[src/rtl/tws_pkg.sv]
package tws_pkg;
   typedef enum logic [2:0] {
      ST_IDLE,
      ST_PLACE,
      ST_ENABLE,
      ST_LEAD,
      ST_LOW,
      ST_HIGH
   } tws_state_e;
endpackage

[src/rtl/tws_half_timer.sv]
module tws_half_timer #(
   parameter int HALF_CYC = 88
) (
   input  logic clk,
   input  logic rst_n,
   input  logic restart,
   output logic expired
);
   localparam int CNT_W = (HALF_CYC < 2) ? 1 : $clog2(HALF_CYC);
   localparam logic [CNT_W-1:0] LOAD_VAL = CNT_W'(HALF_CYC - 1);

   logic [CNT_W-1:0] cnt_q;

   always_ff @(posedge clk or negedge rst_n) begin
      if (!rst_n)
         cnt_q <= '0;
      else if (restart)
         cnt_q <= LOAD_VAL;
      else if (cnt_q != '0)
         cnt_q <= cnt_q - 1'b1;
   end

   assign expired = (cnt_q == '0);

   // a restart always yields a full count before expiry
   a_r8_no_early_expire: assert property (@(posedge clk) disable iff (!rst_n)
      (restart && HALF_CYC > 1) |=> !expired);
endmodule

[src/rtl/tws_shifter.sv]
module tws_shifter #(
   parameter int W = 8
) (
   input  logic         clk,
   input  logic         rst_n,
   input  logic         load,
   input  logic [W-1:0] load_val,
   input  logic         shift_tx,
   input  logic         sample,
   input  logic         sdi,
   output logic         tx_msb,
   output logic [W-1:0] rx_val
);
   logic [W-1:0] tx_q;
   logic [W-1:0] rx_q;

   always_ff @(posedge clk or negedge rst_n) begin
      if (!rst_n) begin
         tx_q <= '0;
         rx_q <= '0;
      end else begin
         if (load)
            tx_q <= load_val;
         else if (shift_tx)
            tx_q <= {tx_q[W-2:0], 1'b0};
         if (load)
            rx_q <= '0;
         else if (sample)
            rx_q <= {rx_q[W-2:0], sdi};
      end
   end

   assign tx_msb = tx_q[W-1];
   assign rx_val = rx_q;
endmodule

[src/rtl/tws_byte_shifter.sv]
module tws_byte_shifter #(
   parameter int CLK_MHZ = 125,
   parameter int HALF_NS = 700,
   parameter int DATA_W  = 8,
   parameter int KEEP_W  = 4
) (
   input  logic              clk,
   input  logic              rst_n,
   input  logic              start_i,
   input  logic              read_i,
   input  logic [DATA_W-1:0] wdata_i,
   input  logic              sdi_i,
   output logic              scl_o,
   output logic              sdo_o,
   output logic              sd_oe_o,
   output logic              busy_o,
   output logic              done_o,
   output logic [DATA_W-1:0] rdata_o
);
   import tws_pkg::*;

   localparam int HALF_CYC = (HALF_NS * CLK_MHZ + 999) / 1000;
   localparam int BIT_W    = $clog2(DATA_W);
   localparam logic [BIT_W-1:0] LAST_BIT = BIT_W'(DATA_W - 1);

   initial begin
      assert (DATA_W >= 2) else $error("DATA_W must be at least 2");
      assert (KEEP_W >= 1 && KEEP_W <= DATA_W) else $error("KEEP_W out of range");
      assert (HALF_CYC >= 1) else $error("half-period rounds to zero cycles");
   end

   tws_state_e       state_q, state_d;
   logic [BIT_W-1:0] bit_q;
   logic             dir_q;
   logic             oe_q, busy_q, done_q;
   logic [DATA_W-1:0] rdata_q;
   logic             expired, restart;
   logic             accept, last_bit, finish, shift_tx, sample;
   logic             tx_msb;
   logic [DATA_W-1:0] rx_val, kept;

   assign accept   = (state_q == ST_IDLE) && start_i;
   assign last_bit = (bit_q == LAST_BIT);
   assign finish   = (state_q == ST_HIGH) && expired && last_bit;
   assign shift_tx = (state_q == ST_HIGH) && expired && !last_bit && !dir_q;
   assign sample   = (state_q == ST_LEAD) && expired;

   always_comb begin
      state_d = state_q;
      unique case (state_q)
         ST_IDLE:   if (start_i) state_d = read_i ? ST_LEAD : ST_PLACE;
         ST_PLACE:  state_d = (bit_q == '0) ? ST_ENABLE : ST_LOW;
         ST_ENABLE: state_d = ST_LOW;
         ST_LEAD:   if (expired) state_d = ST_LOW;
         ST_LOW:    if (expired) state_d = ST_HIGH;
         ST_HIGH:   if (expired)
                       state_d = last_bit ? ST_IDLE : (dir_q ? ST_LEAD : ST_PLACE);
         default:   state_d = ST_IDLE;
      endcase
   end

   assign restart = (state_d != state_q) &&
                    (state_d == ST_LEAD || state_d == ST_LOW || state_d == ST_HIGH);

   tws_half_timer #(.HALF_CYC(HALF_CYC)) u_timer (
      .clk     (clk),
      .rst_n   (rst_n),
      .restart (restart),
      .expired (expired)
   );

   tws_shifter #(.W(DATA_W)) u_shift (
      .clk      (clk),
      .rst_n    (rst_n),
      .load     (accept),
      .load_val (read_i ? '0 : wdata_i),
      .shift_tx (shift_tx),
      .sample   (sample),
      .sdi      (sdi_i),
      .tx_msb   (tx_msb),
      .rx_val   (rx_val)
   );

   generate
      if (KEEP_W == DATA_W) begin : g_keep_all
         assign kept = rx_val;
      end else begin : g_keep_low
         assign kept = {{(DATA_W-KEEP_W){1'b0}}, rx_val[KEEP_W-1:0]};
      end
   endgenerate

   always_ff @(posedge clk or negedge rst_n) begin
      if (!rst_n) begin
         state_q <= ST_IDLE;
         bit_q   <= '0;
         dir_q   <= 1'b0;
         oe_q    <= 1'b0;
         busy_q  <= 1'b0;
         done_q  <= 1'b0;
         rdata_q <= '0;
      end else begin
         state_q <= state_d;
         done_q  <= finish;
         if (accept) begin
            bit_q  <= '0;
            dir_q  <= read_i;
            busy_q <= 1'b1;
         end else if ((state_q == ST_HIGH) && expired && !last_bit) begin
            bit_q <= bit_q + 1'b1;
         end
         if ((state_q == ST_PLACE) && (bit_q == '0))
            oe_q <= 1'b1;
         if (finish) begin
            oe_q   <= 1'b0;
            busy_q <= 1'b0;
            if (dir_q) rdata_q <= kept;
         end
      end
   end

   assign scl_o   = (state_q != ST_LOW);
   assign sdo_o   = tx_msb;
   assign sd_oe_o = oe_q;
   assign busy_o  = busy_q;
   assign done_o  = done_q;
   assign rdata_o = rdata_q;

   // clock parked high whenever no transfer is running
   a_r1_idle_clock_high: assert property (@(posedge clk) disable iff (!rst_n)
      !busy_o |-> scl_o);
   // data never moves during a low clock phase
   a_r3_data_steady_low: assert property (@(posedge clk) disable iff (!rst_n)
      !scl_o |-> $stable(sdo_o));
   // enable only inside a transfer, and it rises with the clock still high
   a_r4_oe_in_transfer: assert property (@(posedge clk) disable iff (!rst_n)
      sd_oe_o |-> busy_o);
   a_r4_oe_before_low: assert property (@(posedge clk) disable iff (!rst_n)
      $rose(sd_oe_o) |-> scl_o);
   // done is one cycle long and marks the end of busy
   a_r7_done_single: assert property (@(posedge clk) disable iff (!rst_n)
      done_o |=> !done_o);
   a_r7_done_ends_busy: assert property (@(posedge clk) disable iff (!rst_n)
      done_o |-> (!busy_o && $past(busy_o)));
endmodule

[config.mk]
export PLATFORM = sky130hd
export DESIGN_NAME = tws_byte_shifter
export DESIGN_NICKNAME = d
export VERILOG_FILES = /design/src/rtl/tws_pkg.sv /design/src/rtl/tws_half_timer.sv /design/src/rtl/tws_shifter.sv /design/src/rtl/tws_byte_shifter.sv
export SDC_FILE = /design/constraint.sdc
export NUM_CORES = 1
export LEC_CHECK = 0
export BUFFER_PORTS_ARGS = -buffer_cell sky130_fd_sc_hd__buf_2
export CORE_MARGIN = 2
export CORE_UTILIZATION = 30
export CTS_CLUSTER_SIZE = 25
export DETAILED_ROUTE_END_ITERATION = 8
export HOLD_SLACK_MARGIN = 0.08
export MAX_ROUTING_LAYER = met4
export PLACE_DENSITY = 0.45
export SLEW_MARGIN = 20
export SYNTH_ARGS = -nofsm -noshare
export SYNTH_HDL_FRONTEND = slang
export SYNTH_SLANG_ARGS = --single-unit
export TNS_END_PERCENT = 50
[constraint.sdc]
create_clock -name clk -period 3.11 [get_ports clk]
set_input_delay 0.311 -clock clk [delete_from_list [all_inputs] [get_ports clk]]
set_output_delay 0.311 -clock clk [all_outputs]
set_load 0.05 [all_outputs]
; Yosys cells after proc, flatten, opt, wreduce, memory -nomap -nowiden
; Index checks and enable logic that the tools add are counted.
[totals]
word_cells = 68
ram_bits = 0
inputBits = 13
reg_bits = 33
romBits = 0
latchBits = 0
mem_count = 0
[classes]
n_bitwise = 0
shifts = 0
order_cmp = 0
n_mul = 0
n_mux = 22
div_mod_pow = 0
n_reduce_logical = 23
eq_ne = 11
n_addsub = 2
[ops]
columns = op, count
row1 = 8-bit two-way mux, 3
row2 = 3-bit two-way mux, 7
row3 = 3-bit one-hot mux with 6 select lines, 1
row4 = "3-bit == test, second input constant", 5
row5 = 7-bit two-way mux, 2
row6 = 2-bit nonzero test, 6
row7 = "3-bit by 2-bit == test with 1-bit output, second input constant", 3
row8 = 1-bit logical AND, 8
row9 = 4-bit two-way mux, 2
row10 = 7-bit logical NOT, 1
row11 = 7-bit nonzero test, 1
row12 = "7-bit by 1-bit subtractor with 7-bit output, second input constant", 1
row13 = 3-bit logical NOT, 2
row14 = 2-bit two-way mux, 3
row15 = 1-bit two-way mux, 4
row16 = "3-bit by 1-bit adder with 3-bit output, second input constant", 1
row17 = "3-bit by 1-bit == test with 1-bit output, second input constant", 1
row18 = 3-bit inequality test, 1
row19 = "3-bit inequality test, second input constant", 1
row20 = 1-bit logical NOT, 2
row21 = 1-bit logical OR, 2
row22 = 2-bit AND reduction, 1

; Longest topological paths before layout
; Gate-level depths: netlist of run 1.
[logic_depth]
word_depth = 9
depth_mapped = 8

; Cells and area by module
; Synthesis of run 1 repeated with hierarchy kept, for this count alone.
[unflattened]
cells_unflattened = 187
area_unflattened_um2 = 1946.9
[by_module_without_submodules]
columns = mod, seq_area_each_um2, n_inst, area_each_um2, cells_per_inst
row1 = tws_byte_shifter, 350.3, 1, 834.6, 83
row2 = tws_shifter, 400.4, 1, 705.7, 60
row3 = tws_half_timer, 175.2, 1, 406.6, 44

; Least setup slack after synthesis of run 1
; OpenSTA, ideal clock, no wires.
[synth_timing]
path_kind = register to register
start = register u_timer.cnt_q[0]
end = register rdata_q[0], in the netlist rdata_o[0]
path_buffers = 0
required_ns = 2.985
setup_slack_ns = 1.009
period_less_slack_ns = 2.101
arrival_ns = 1.976
setup_ns = 0.125
stages_incl_launch_ff = 8
cell_sequence = dfrtp_1 inv_1 ha_1 or4b_4 nor3_4 and3_4 nand2_4 mux2_4
[synth_between]
elab_chain_cells = 4
[synth_rtl]
columns = element, line_no
row1 = start: declaration, tws_half_timer.sv:12  ; logic [CNT_W-1:0] cnt_q;
row2 = start signal: assignment, tws_half_timer.sv:20  ; cnt_q <= cnt_q - 1'b1;
row3 = 7-bit logical NOT, tws_half_timer.sv:23  ; assign expired = (cnt_q == '0);
row4 = 1-bit logical AND (2 in series), tws_byte_shifter.sv:44  ; assign finish = (state_q == ST_HIGH) && expired && last_bit;
row5 = named net finish, tws_byte_shifter.sv:38  ; logic accept, last_bit, finish, shift_tx, sample;
row6 = 2-bit AND reduction (no line), -
row7 = end signal: assignment, tws_byte_shifter.sv:116  ; if (dir_q) rdata_q <= kept;
row8 = end: declaration, tws_byte_shifter.sv:36  ; logic [DATA_W-1:0] rdata_q;
; The timed path passes the listed nets, and every way through them passes these cells.
; A chain may end at the register's enable or synchronous reset.

; Worst setup path after layout of run 1
[layout_timing]
start = register u_timer.cnt_q[0]
end = register rdata_q[3], in the netlist rdata_o[3]
; Same word-level chain as after synthesis.

==> impl_results.md, run 1 <==
* Outcome: finished, final reports clean
* Worst-Margin Slew at around 750 ps
* Pwr/cell area at between 400 and 500 nW/um^2
* Most frequent cells in the layout: 33 x dfrtp_1, 21 x buf_2, 18 x nor2_1
* Die Y at 80.7 um
* RSZ-0062 raised after global routing: no
* I/O pins at 26
* Final worst-path cycle share at roughly three quarters
* Fin. max-slew vios at 0
* DR vias at 1306
* Setup Fix Bufs, Post-CTS at 0
* Area of the core at around 5600 um^2
* Biggest area consumer among synthesized cells: dfrtp_1
* Final Hold Vio Count at 0
* Share of cells above drive strength 1 at approximately a quarter
* TritonCTS clock tree: yes
* Critical path class: reg -> reg
* Biggest fanout along the worst timing path at 8
* Crit path max-delay cell type: or4b_4
* Drt wl/cell at roughly 14 um
* Area contributors post-synth: dfrtp_1 47%, a21oi_1 4.5%, nor2_1 3.8%
* WP data required at between 3000 and 4000 ps
* CTS Buf Count at 5
* Initial antenna violation count at 0
* CTS Buffer Depth at 2
* Rel. slew slack at roughly 50%
* DP HPWL at approximately 2600 um
* Synth Warn # at 0
* CTS Hold Buffers Added at 0
* TritonRoute pass-1 iters at 4
* R2R setup slack at about 820 ps
* Vias/cell at between 4 and 5
* Worst path arrival time at ~2500 ps
* CTS Sinks at 33
* Die area at roughly 6500 um^2
* Synth Cell Area at approximately 1800 um^2
* ANT cells at 0
* First-pass GRT wire length at 6470 um
* Post-DRT Antenna Nets at 0
* Post-route cell area at 2010 um^2
* Clock Latency Late Sink at 280 ps
* Fmax at between 400 and 500 MHz
* Vias in the first global route at 1344
* I/O Buffers at 21
* Die Wd at 80.7 um
* Post-Synthesis Cells at 169
* Routability congestion estimate at between 0.7 and 0.8
* TNS Setup at 0 ps
* Mean area per synthesized cell at 10.5 um^2
* Fillers at 583
* Number of flops mapped to enable cells by yosys at 0
* Setup Skew at between 4 and 5 ps
* Post-DP Area at approximately 1900 um^2
* Hold WS at just under 100 ps
* Final setup violation count at 0
* CP peak stage delay at around 500 ps
* Setup crit start kind: flip-flop
* Crit. End Element: flip-flop
* Layout Utilization at 35.9%
* Remaining Overflow, GRT at 0
* Hold crit path type: in -> async
* Yosys top cell area share at a little under half
* # nets final at roughly 210
* Sequential share of the synthesized area at a little under half
* Initial core utilization at a little under a third
* Max-Cap Viols at 0
* Distinct cell type count of the synthesized netlist at 50
* Worst-path clk slew at about 60 ps
* Largest net degree at the start of global routing at 34
* Post-CTS sizing at 0
* Static leakage at just over 0.9 nW
* Initial DRC count at around 140
* Post-synth ARST share at 100%
* CTS H-Tree Depth at 2
* Total Wirelength at ~3700 um
* Worst reg2reg startpoint: u_timer.cnt_q[0]
* Crit path cell chain: inv_1 > ha_1 > or4b_4 > nor3_4 > and3_4 > nand2_4 > mux2_4
* Most common cell after layout, fill and taps aside: dfrtp_1
* Min Clock Period, post-route at 2290 ps
* Root Driver: clkbuf_8
* Prevailing post-synth register cell: dfrtp_1
* Critical R2R Capture: rdata_o[3]
* Area delta synth->final at 14.0%
* Worst R2R Path Depth at 7
* DRC Markers at 0
* Peak VDD IR at roughly 0.18 mV
* Total GRT Usage at approximately 13%
* Seq cells post-synth at 33
* Core Rows at 27
-- power breakdown --
group	total, mW	leakage, nW	internal (mW)	switching, mW
registers	0.442	0.411	0.437	0.00539
clock network	0.321	0.0443	0.175	0.145
logic	0.0445	0.462	0.0127	0.0318
-- final cells by class --
| class | count | area [um^2] | share of cell area [%] |
|---|---|---|---|
| multi-input cells | 122 | 870 | 43.2 |
| repair buffers | 23 | 120 | 5.96 |
| clock buffers | 7 | 86.3 | 4.29 |
| flip-flops and latches | 33 | 826 | 41.0 |
| inverters | 6 | 22.5 | 1.12 |
| well taps | 72 | 90.1 | 4.47 |
-- critical path: cells and delay by family, from the launching register on --
family | cells | cell delay (ps)
simple gates | 4 | 1210
flops | 1 | 370
mux | 1 | 310
fa+ha+maj | 1 | 200
buf+inv | 1 | 90
-- sequential cells by signal, summed over array words and instances, names as in the netlist, 3 cells and up --
signal,cells
bit_q,3
rdata_o,4
state_q,3
u_shift.rx_val,4
u_shift.tx_q,8
u_timer.cnt_q,7
-- cells in the mapped netlist (all sizes together), types with 4 or more instances --
master,count
nand2,11
buf,8
a21oi,16
inv,6
nand2b,4
nor2,18
mux2,4
nor3,4
mux2i,5
ha,4
nor3b,7
o21ai,5
dfrtp,33
-- per-stage QoR --
step | setup WS, ps | std cells | total power [mW]
detailed placement | 816 | 256 | 0.495
global placement | 836 | 256 | 0.494
floorplan | 1010 | 172 | 0.479
global route | 577 | 263 | 0.848
CTS | 805 | 263 | 0.826
finish | 816 | 263 | 0.807
-- worst max path at each step --
stage | start | end | cells past startpoint
final | u_timer.cnt_q[0] | rdata_o[3] | 7
after global routing | u_timer.cnt_q[0] | u_shift.tx_q[1] | 7
after CTS | u_timer.cnt_q[0] | rdata_o[3] | 7
after detailed placement | u_timer.cnt_q[0] | rdata_o[3] | 7
after global placement | u_timer.cnt_q[0] | rdata_o[1] | 7
after floorplan | u_timer.cnt_q[0] | rdata_o[0] | 7
-- per-layer routing --
layer	global-route usage (%)	share of wire, %	vias to the layer above
met5	-	0	-
met4	4.75	1.4	0
met3	3.89	3.9	6
met2	19.8	46	25
met1	17.8	48	638
li1	-	-	637
-- cell families after synthesis --
kind of cell             after synthesis  synth area share (%)
buffers and inverters                 17                  4.67
AND/OR/NAND/NOR                       69                  25.1
AO/OA/AOI/OAI                         34                  13.2
other                                  1                 0.212
XOR/XNOR                               2                 0.992
flip-flops                            33                  46.7
adder cells (fa/ha/maj)                4                  2.83
multiplexers                           9                  6.23
Power figures use the tool's default switching activity.
==> run 2: changes to the inputs <==
ABC_AREA = 1   (was default)
PLACE_DENSITY = 0.47   (was 0.45)
clock period = 2.1 ns   (was 3.11 ns; I/O delays follow)
==> impl_results.md, run 2 <==
* Outcome: finished, final reports clean
* Fmax at 569 MHz (+31%)
* Biggest area consumer among synthesized cells: dfrtp_1
* Critical R2R Capture: u_timer.cnt_q[5]
* I/O Buffers at 21 (unchanged)
* Core Rows at 27 (unchanged)
* Post-synth ARST share at 100% (unchanged)
* Biggest fanout along the worst timing path at 6 (-2)
* Synth Warn # at 0 (unchanged)
* R2R setup slack at 340 ps (-470 ps)
* CTS Sinks at 33 (unchanged)
* Clock Latency Late Sink at 280 ps (about the same)
* Fin. max-slew vios at 0 (unchanged)
* ANT cells at 0 (unchanged)
* Min Clock Period, post-route at 1760 ps (-538 ps)
* Most common cell after layout, fill and taps aside: dfrtp_1
* Most frequent cells in the layout: 33 x dfrtp_1, 26 x inv_1, 26 x nand2_1
* Number of flops mapped to enable cells by yosys at 0 (unchanged)
* Hold path startpoint: sdi_i
* Non-Filler Instances at 299 (+14%)
* Worst path arrival time at 1930 ps (-530 ps)
* First-pass GRT wire length at 6050 um (-6.5%)
* Count leader, synth: dfrtp_1
* Area of the core at 5510 um^2 (-1.8%)
* Post-DRT Antenna Nets at 0 (unchanged)
* DP Worst Slack at 323 ps (-493 ps)
* Final Hold Vio Count at 0 (unchanged)
* WP data required at 2280 ps (-990 ps)
* Max-Cap Viols at 0 (unchanged)
* Total GRT Usage at 12.7% (-0.79 points)
* Dpl cells at 291 (+14%)
* Total Wirelength at 3360 um (-9.4%)
* DRC Markers at 0 (unchanged)
* Synth Cell Area at 1720 um^2 (-2.9%)
* Total power at 1.16 mW (+44%)
* TritonCTS clock tree: yes
* Post-Synth Adder-Cell Area at 2.92% (+0.085 points)
* Crit. End Element: flip-flop
* Largest register FFs at 8 (unchanged)
* RSZ-0062 raised after global routing: no
* Vias/cell at 4.39 (-12%)
* Simple-Gate Fraction of Synth Area at 27.4% (+2.4 points)
* Hold WS at 165 ps (+65.6 ps)
* Remaining Overflow, GRT at 0 (unchanged)
* Distinct cell type count of the synthesized netlist at 33 (-34%)
* Sequential share of the synthesized area at 48.1% (+1.4 points)
* Seq cells post-synth at 33 (unchanged)
* # nets final at 244 (+17%)
* Worst reg2reg startpoint: bit_q[0]
* Worst setup startpoint: bit_q[0]
* Largest net degree at the start of global routing at 34 (unchanged)
* Final setup violation count at 0 (unchanged)
* Prevailing post-synth register cell: dfrtp_1
* Compound-gate portion of the synthesized area at 9.77% (-3.5 points)
* I/O pins at 26 (unchanged)
* Synth cell count leaders: 33 x dfrtp_1, 26 x inv_1, 26 x nand2_1
* Initial DRC count at 34 (-75%)
* Layout Utilization at 36.0% (+0.093 points)
* DR vias at 1313 (+0.54%)
* Worst Hold Path EP: u_shift.rx_val[0]
* Die Y at 79.6 um (-1.4%)
* Hold crit path type: in -> reg
* XOR/XNOR Fraction of Synth Area at 1.53% (+0.54 points)
* Setup crit start kind: flip-flop
* Largest family of logic cells by synthesized area: simple AND/OR/NAND/NOR gates
* Cell depth of the worst hold path at 3
* CTS Buffer Depth at 2 (unchanged)
* Worst R2R Path Depth at 12 (+5)
* Share of cells above drive strength 1 at 23.8% (-1.9 points)
* Critical path class: reg -> reg
* Final worst slack at 344 ps (-472 ps)
* Final worst-path cycle share at 83.6% (+9.9 points)
* Biggest register: u_shift.tx_q
* TritonRoute pass-1 iters at 4 (unchanged)
* Top Registers: u_shift.tx_q: 8 flops, u_timer.cnt_q: 7 flops
* Vias in the first global route at 1329 (-1.1%)
* DP HPWL at 2490 um (-4.1%)
* Static leakage at 1.09 nW (+18%)
* Post-route cell area at 1980 um^2 (-1.6%)
* Mean area per synthesized cell at 8.58 um^2 (-18%)
* Area contributors post-synth: dfrtp_1 48%, nand3_1 6.4%, inv_1 5.7%
* Mux cell area share after synthesis at 0% (-6.2 points)
* Die area at 6340 um^2 (-2.8%)
* Drt wl/cell at 11.2 um (-20%)
* Setup Skew at 10.7 ps (+6.14 ps)
* CTS Buf Count at 5 (unchanged)
* CTS H-Tree Depth at 2 (unchanged)
* Worst-path clk slew at 70 ps (about the same)
* Initial antenna violation count at 0 (unchanged)
* Initial core utilization at 31.2% (-0.35 points)
* Post-Synthesis Cells at 200 (+18%)
* Worst-Margin Slew at 729 ps (-17.9 ps)
* Peak VDD IR at 0.278 mV (+56%)
* Yosys top cell area share at 48.1% (+1.4 points)
* Area delta synth->final at 15.6%
* Routability congestion estimate at 0.757 (-2.1%)
* Die Wd at 79.6 um (-1.4%)
* Post-DP Area at 1890 um^2 (-2.1%)
* Rel. slew slack at 51.4% (+1.4 points)
* Root Driver: clkbuf_8
* TNS Setup at 0 ps (unchanged)
* Pwr/cell area at 587 nW/um^2 (+46%)
## run 2: cell types whose count changed after synthesis, sizes merged, moves of 5 or more
cell,before,now
a21oi,16,3
a31oi,1,7
inv,6,31
mux2i,5,0
nand2,11,33
nand3,3,24
nor2,18,28
nor3b,7,0
o21ai,5,13
## run 2: worst max path at each step
stage                                  end  slack (ps)  cells after the start
after global routing            rdata_o[2]         180                      9
after detailed placement  u_timer.cnt_q[5]         320                     12
after CTS                 u_timer.cnt_q[5]         320                     12
after global placement    u_timer.cnt_q[5]         320                     12
after floorplan           u_timer.cnt_q[5]         360                     12
final                     u_timer.cnt_q[5]         340                     12
## run 2: worst max-delay path, cell delays in order (launching register included)
cell	delay (ps)
dfrtp_1	410
ha_1	210
ha_1	210
nor2_2	170
nand2_2	120
nor2_4	90
nor2_2	50
inv_2	50
nand2_1	40
nand2_1	80
nand2_2	100
nand2_2	90
nor2_1	40
## run 2: kinds of logic after synthesis
kind of cell,after synthesis
DFF,33
and+or+nand+nor,93
buffers and inverters,39
other,1
xor gates and xnor gates,3
adders and majority gates,4
AOI/OAI and AO/OA,27
## run 2: timing repair
| item | CTS | global route |
|---|---|---|
| gates resized for setup | 0 | 0 |
| endpoints found under the hold margin | 33 | 0 |
| hold buffers | 1 | 0 |
| setup buffers | 0 | 0 |
## run 2: layer usage
layer | vias up | wire, um | GRT usage [%] | part of all wire, %
met5 | - | 0 | - | 0
met4 | 0 | 42 | 5.17 | 1.3
met3 | 5 | 117 | 3.05 | 3.5
met2 | 17 | 1550 | 19.7 | 46
met1 | 600 | 1640 | 15.8 | 49
li1 | 691 | - | - | -
## run 2: layout make-up
class                   instances  area [um^2]
repair buffers                 24          130
well taps                      72         90.1
flip-flops and latches         33          826
multi-input cells             131          729
inverters                      32          121
clock buffers                   7         86.3
fillers                       576         3520
## run 2: report_power, final
part | leakage, nW | switching, mW | internal, mW | total, mW
Clock | 0.0443 | 0.225 | 0.260 | 0.486
Combinational | 0.642 | 0.0332 | 0.00929 | 0.0425
Sequential | 0.400 | 0 | 0.635 | 0.635
Total | 1.09 | 0.259 | 0.905 | 1.16
==> run 3: changes to the inputs <==
clock period = 1.4 ns   (was 2.1 ns; I/O delays follow)
==> impl_results.md, run 3 (same netlist as run 2, synthesis figures left out) <==
* Total power at 1.74 mW (+50%)
* DRC Markers at 0 (unchanged)
* Largest net degree at the start of global routing at 34 (unchanged)
* Clock Latency Late Sink at 290 ps (about the same)
* CP peak stage delay at 400 ps (about the same)
* Max-Cap Viols at 0 (unchanged)
* Core Rows at 27 (unchanged)
* Top Registers: u_shift.tx_q: 8 flops, u_timer.cnt_q: 7 flops
* CTS Buffer Depth at 2 (unchanged)
* Fin. max-slew vios at 0 (unchanged)
* Hold path startpoint: sdi_i
* TritonCTS clock tree: yes
* DR vias at 1487 (+13%)
* R2R setup slack at -220 ps (-560 ps)
* Fmax at 619 MHz (+8.7%)
* Routability congestion estimate at 0.775 (+2.3%)
* Setup crit start kind: flip-flop
* Vias/cell at 4.37 (-0.40%)
* Biggest register: u_shift.tx_q
* TritonRoute pass-1 iters at 4 (unchanged)
* Most frequent cells in the layout: 38 x buf_4, 33 x dfrtp_1, 20 x nand2_1, 20 x buf_2, 19 x inv_1
* Final worst-path cycle share at 115% (+32 points)
* I/O pins at 26 (unchanged)
* Initial DRC count at 41 (+21%)
* Die Wd at 79.6 um (unchanged)
* Most common cell after layout, fill and taps aside: buf_4
* Worst reg2reg startpoint: bit_q[1]
* Layout Utilization at 45.9% (+9.9 points)
* Area of the core at 5510 um^2 (unchanged)
* Vias in the first global route at 1527 (+15%)
* Worst path arrival time at 1790 ps (-140 ps)
* Critical R2R Capture: u_timer.cnt_q[5]
* Drt wl/cell at 11.2 um (-0.39%)
* Initial antenna violation count at 0 (unchanged)
* Pwr/cell area at 689 nW/um^2 (+17%)
* Static leakage at 1.30 nW (+20%)
* Total GRT Usage at 13.7% (+1.1 points)
* Hold crit path type: in -> reg
* Cell depth of the worst hold path at 3 (unchanged)
* Critical path class: reg -> reg
* CP top delay family: simple AND/OR/NAND/NOR gates
* Post-DRT Antenna Nets at 0 (unchanged)
* Worst R2R Path Depth at 12 (unchanged)
* Largest register FFs at 8 (unchanged)
* ANT cells at 0 (unchanged)
* Sw Ratio at 24.7% (+2.5 points)
* First-pass GRT wire length at 6630 um (+9.6%)
* Initial core utilization at 31.2% (unchanged)
* Die Y at 79.6 um (unchanged)
* Min Clock Period, post-route at 1620 ps (-141 ps)
* I/O Buffers at 21 (unchanged)
* Final worst slack at -215 ps (-559 ps)
* CTS H-Tree Depth at 2 (unchanged)
* Area delta synth->final at 47.5%
* Outcome: finished with violations
* P_int at 1.31 mW (+45%)
* Crit path max-delay cell type: dfrtp_1
* # nets final at 284 (+16%)
* Setup Skew at 5.04 ps (-5.70 ps)
* Final setup violation count at 22 (+22)
* Root Driver: clkbuf_8
* CTS Buf Count at 5 (unchanged)
* Die area at 6340 um^2 (unchanged)
* CP Buf/Inv Count at 0 (-1)
* Switching Power at 0.431 mW (+67%)
* Failing checks: negative setup slack
* Crit. End Element: flip-flop
* Worst-path clk slew at 80 ps (about the same)
* DP HPWL at 2670 um (+7.1%)
* Total Wirelength at 3800 um (+13%)
* Worst Hold Path EP: u_shift.rx_val[0]
* Share of cells above drive strength 1 at 47.8% (+24 points)
* RSZ-0062 raised after global routing: yes
* Remaining Overflow, GRT at 0 (unchanged)
* Final Hold Vio Count at 0 (unchanged)
* CTS Sinks at 33 (unchanged)
* Sequential Power Share at 54.7% (about the same)
* Peak VDD IR at 0.277 mV (-0.38%)
* Crit path cell chain: ha_2 > ha_4 > nor2_4 > nand2_4 > nor2_4 > nor2_4 > nand2_1 > nand2_1 > nand2_2 > nand2_4 > nand2_4 > nor2_2
* Biggest fanout along the worst timing path at 6 (unchanged)
* Clock power frac at 41.5% (-0.2 points)
* Logic pwr share at 3.9% (+0.2 points)
* WP data required at 1580 ps (-700 ps)
-- run 3: cell types whose count changed in the layout (fill, tap and decap cells not counted), sizes merged --
| cell | before | now |
|---|---|---|
| clkinv | 1 | 3 |
| buf | 23 | 63 |
| clkbuf | 7 | 5 |
| clkinvlp | 0 | 1 |
-- run 3: cell type report --
type | count | area (um^2)
fillers | 512 | 2980
multi-input cells | 131 | 932
flip-flops and latches | 33 | 826
repair buffers | 64 | 460
inverters | 32 | 135
well taps | 72 | 90.1
clock buffers | 5 | 68.8
clock inverters | 3 | 17.5
-- run 3: how the worst max path moves through the flow --
stage / cells after the start / startpoint / end / slack, ps
after floorplan: 12 / u_timer.cnt_q[0] / u_timer.cnt_q[5] / -120
after global placement: 12 / bit_q[0] / u_timer.cnt_q[3] / -250
after detailed placement: 15 / bit_q[0] / u_timer.cnt_q[3] / -240
after CTS: 12 / bit_q[0] / u_timer.cnt_q[3] / -240
after global routing: 14 / bit_q[0] / u_timer.cnt_q[3] / -380
final: 12 / bit_q[1] / u_timer.cnt_q[5] / -220
-- run 3: timing repair --
| action | CTS | global route |
|---|---|---|
| hold buffers | 1 | 0 |
| endpoints found under the setup margin | 27 | 31 |
| gates resized for setup | 45 | 13 |
| buffers inserted | 6 | 0 |
| pin swaps | 15 | 10 |
| hold endpoints to repair | 33 | 0 |
-- run 3: through the flow --
stage / instance area (um^2) / hold slack (ps) / setup TNS (ps) / worst slack (ps) / std cells
floorplan: 1770 / -156 / -1270 / -117 / 203
global placement: 2200 / 206 / -3680 / -251 / 326
detailed placement: 2200 / 204 / -3870 / -244 / 326
CTS: 2490 / 92.1 / -2600 / -238 / 341
global route: 2530 / 110 / -5410 / -376 / 340
finish: 2530 / 96.9 / -2450 / -215 / 340
-- run 3: metal layers --
metal,GRT usage (%),routed length (um)
met3,3.17,96
met5,-,0
met1,16.6,1810
met4,5.34,72
met2,22.3,1830
-- run 3: worst reg2reg max path, stage by stage (launching register included) --
cell and delay, ps:
dfrtp_1 400, ha_2 200, ha_4 170, nor2_4 120, nand2_4 80, nor2_4 100
nor2_4 50, nand2_1 60, nand2_1 60, nand2_2 80, nand2_4 80, nand2_4 80
nor2_2 30
-- run 3: power by group through the flow --
stage	sequential [mW]	clock, mW	combinational, mW
3_5_place_dp	0.971	0	0.0676
2_1_floorplan	0.971	0	0.0352
6_report	0.953	0.723	0.0672
3_3_place_gp	0.971	0	0.0676
5_1_grt	0.952	0.789	0.0755
4_1_cts	0.952	0.753	0.0698
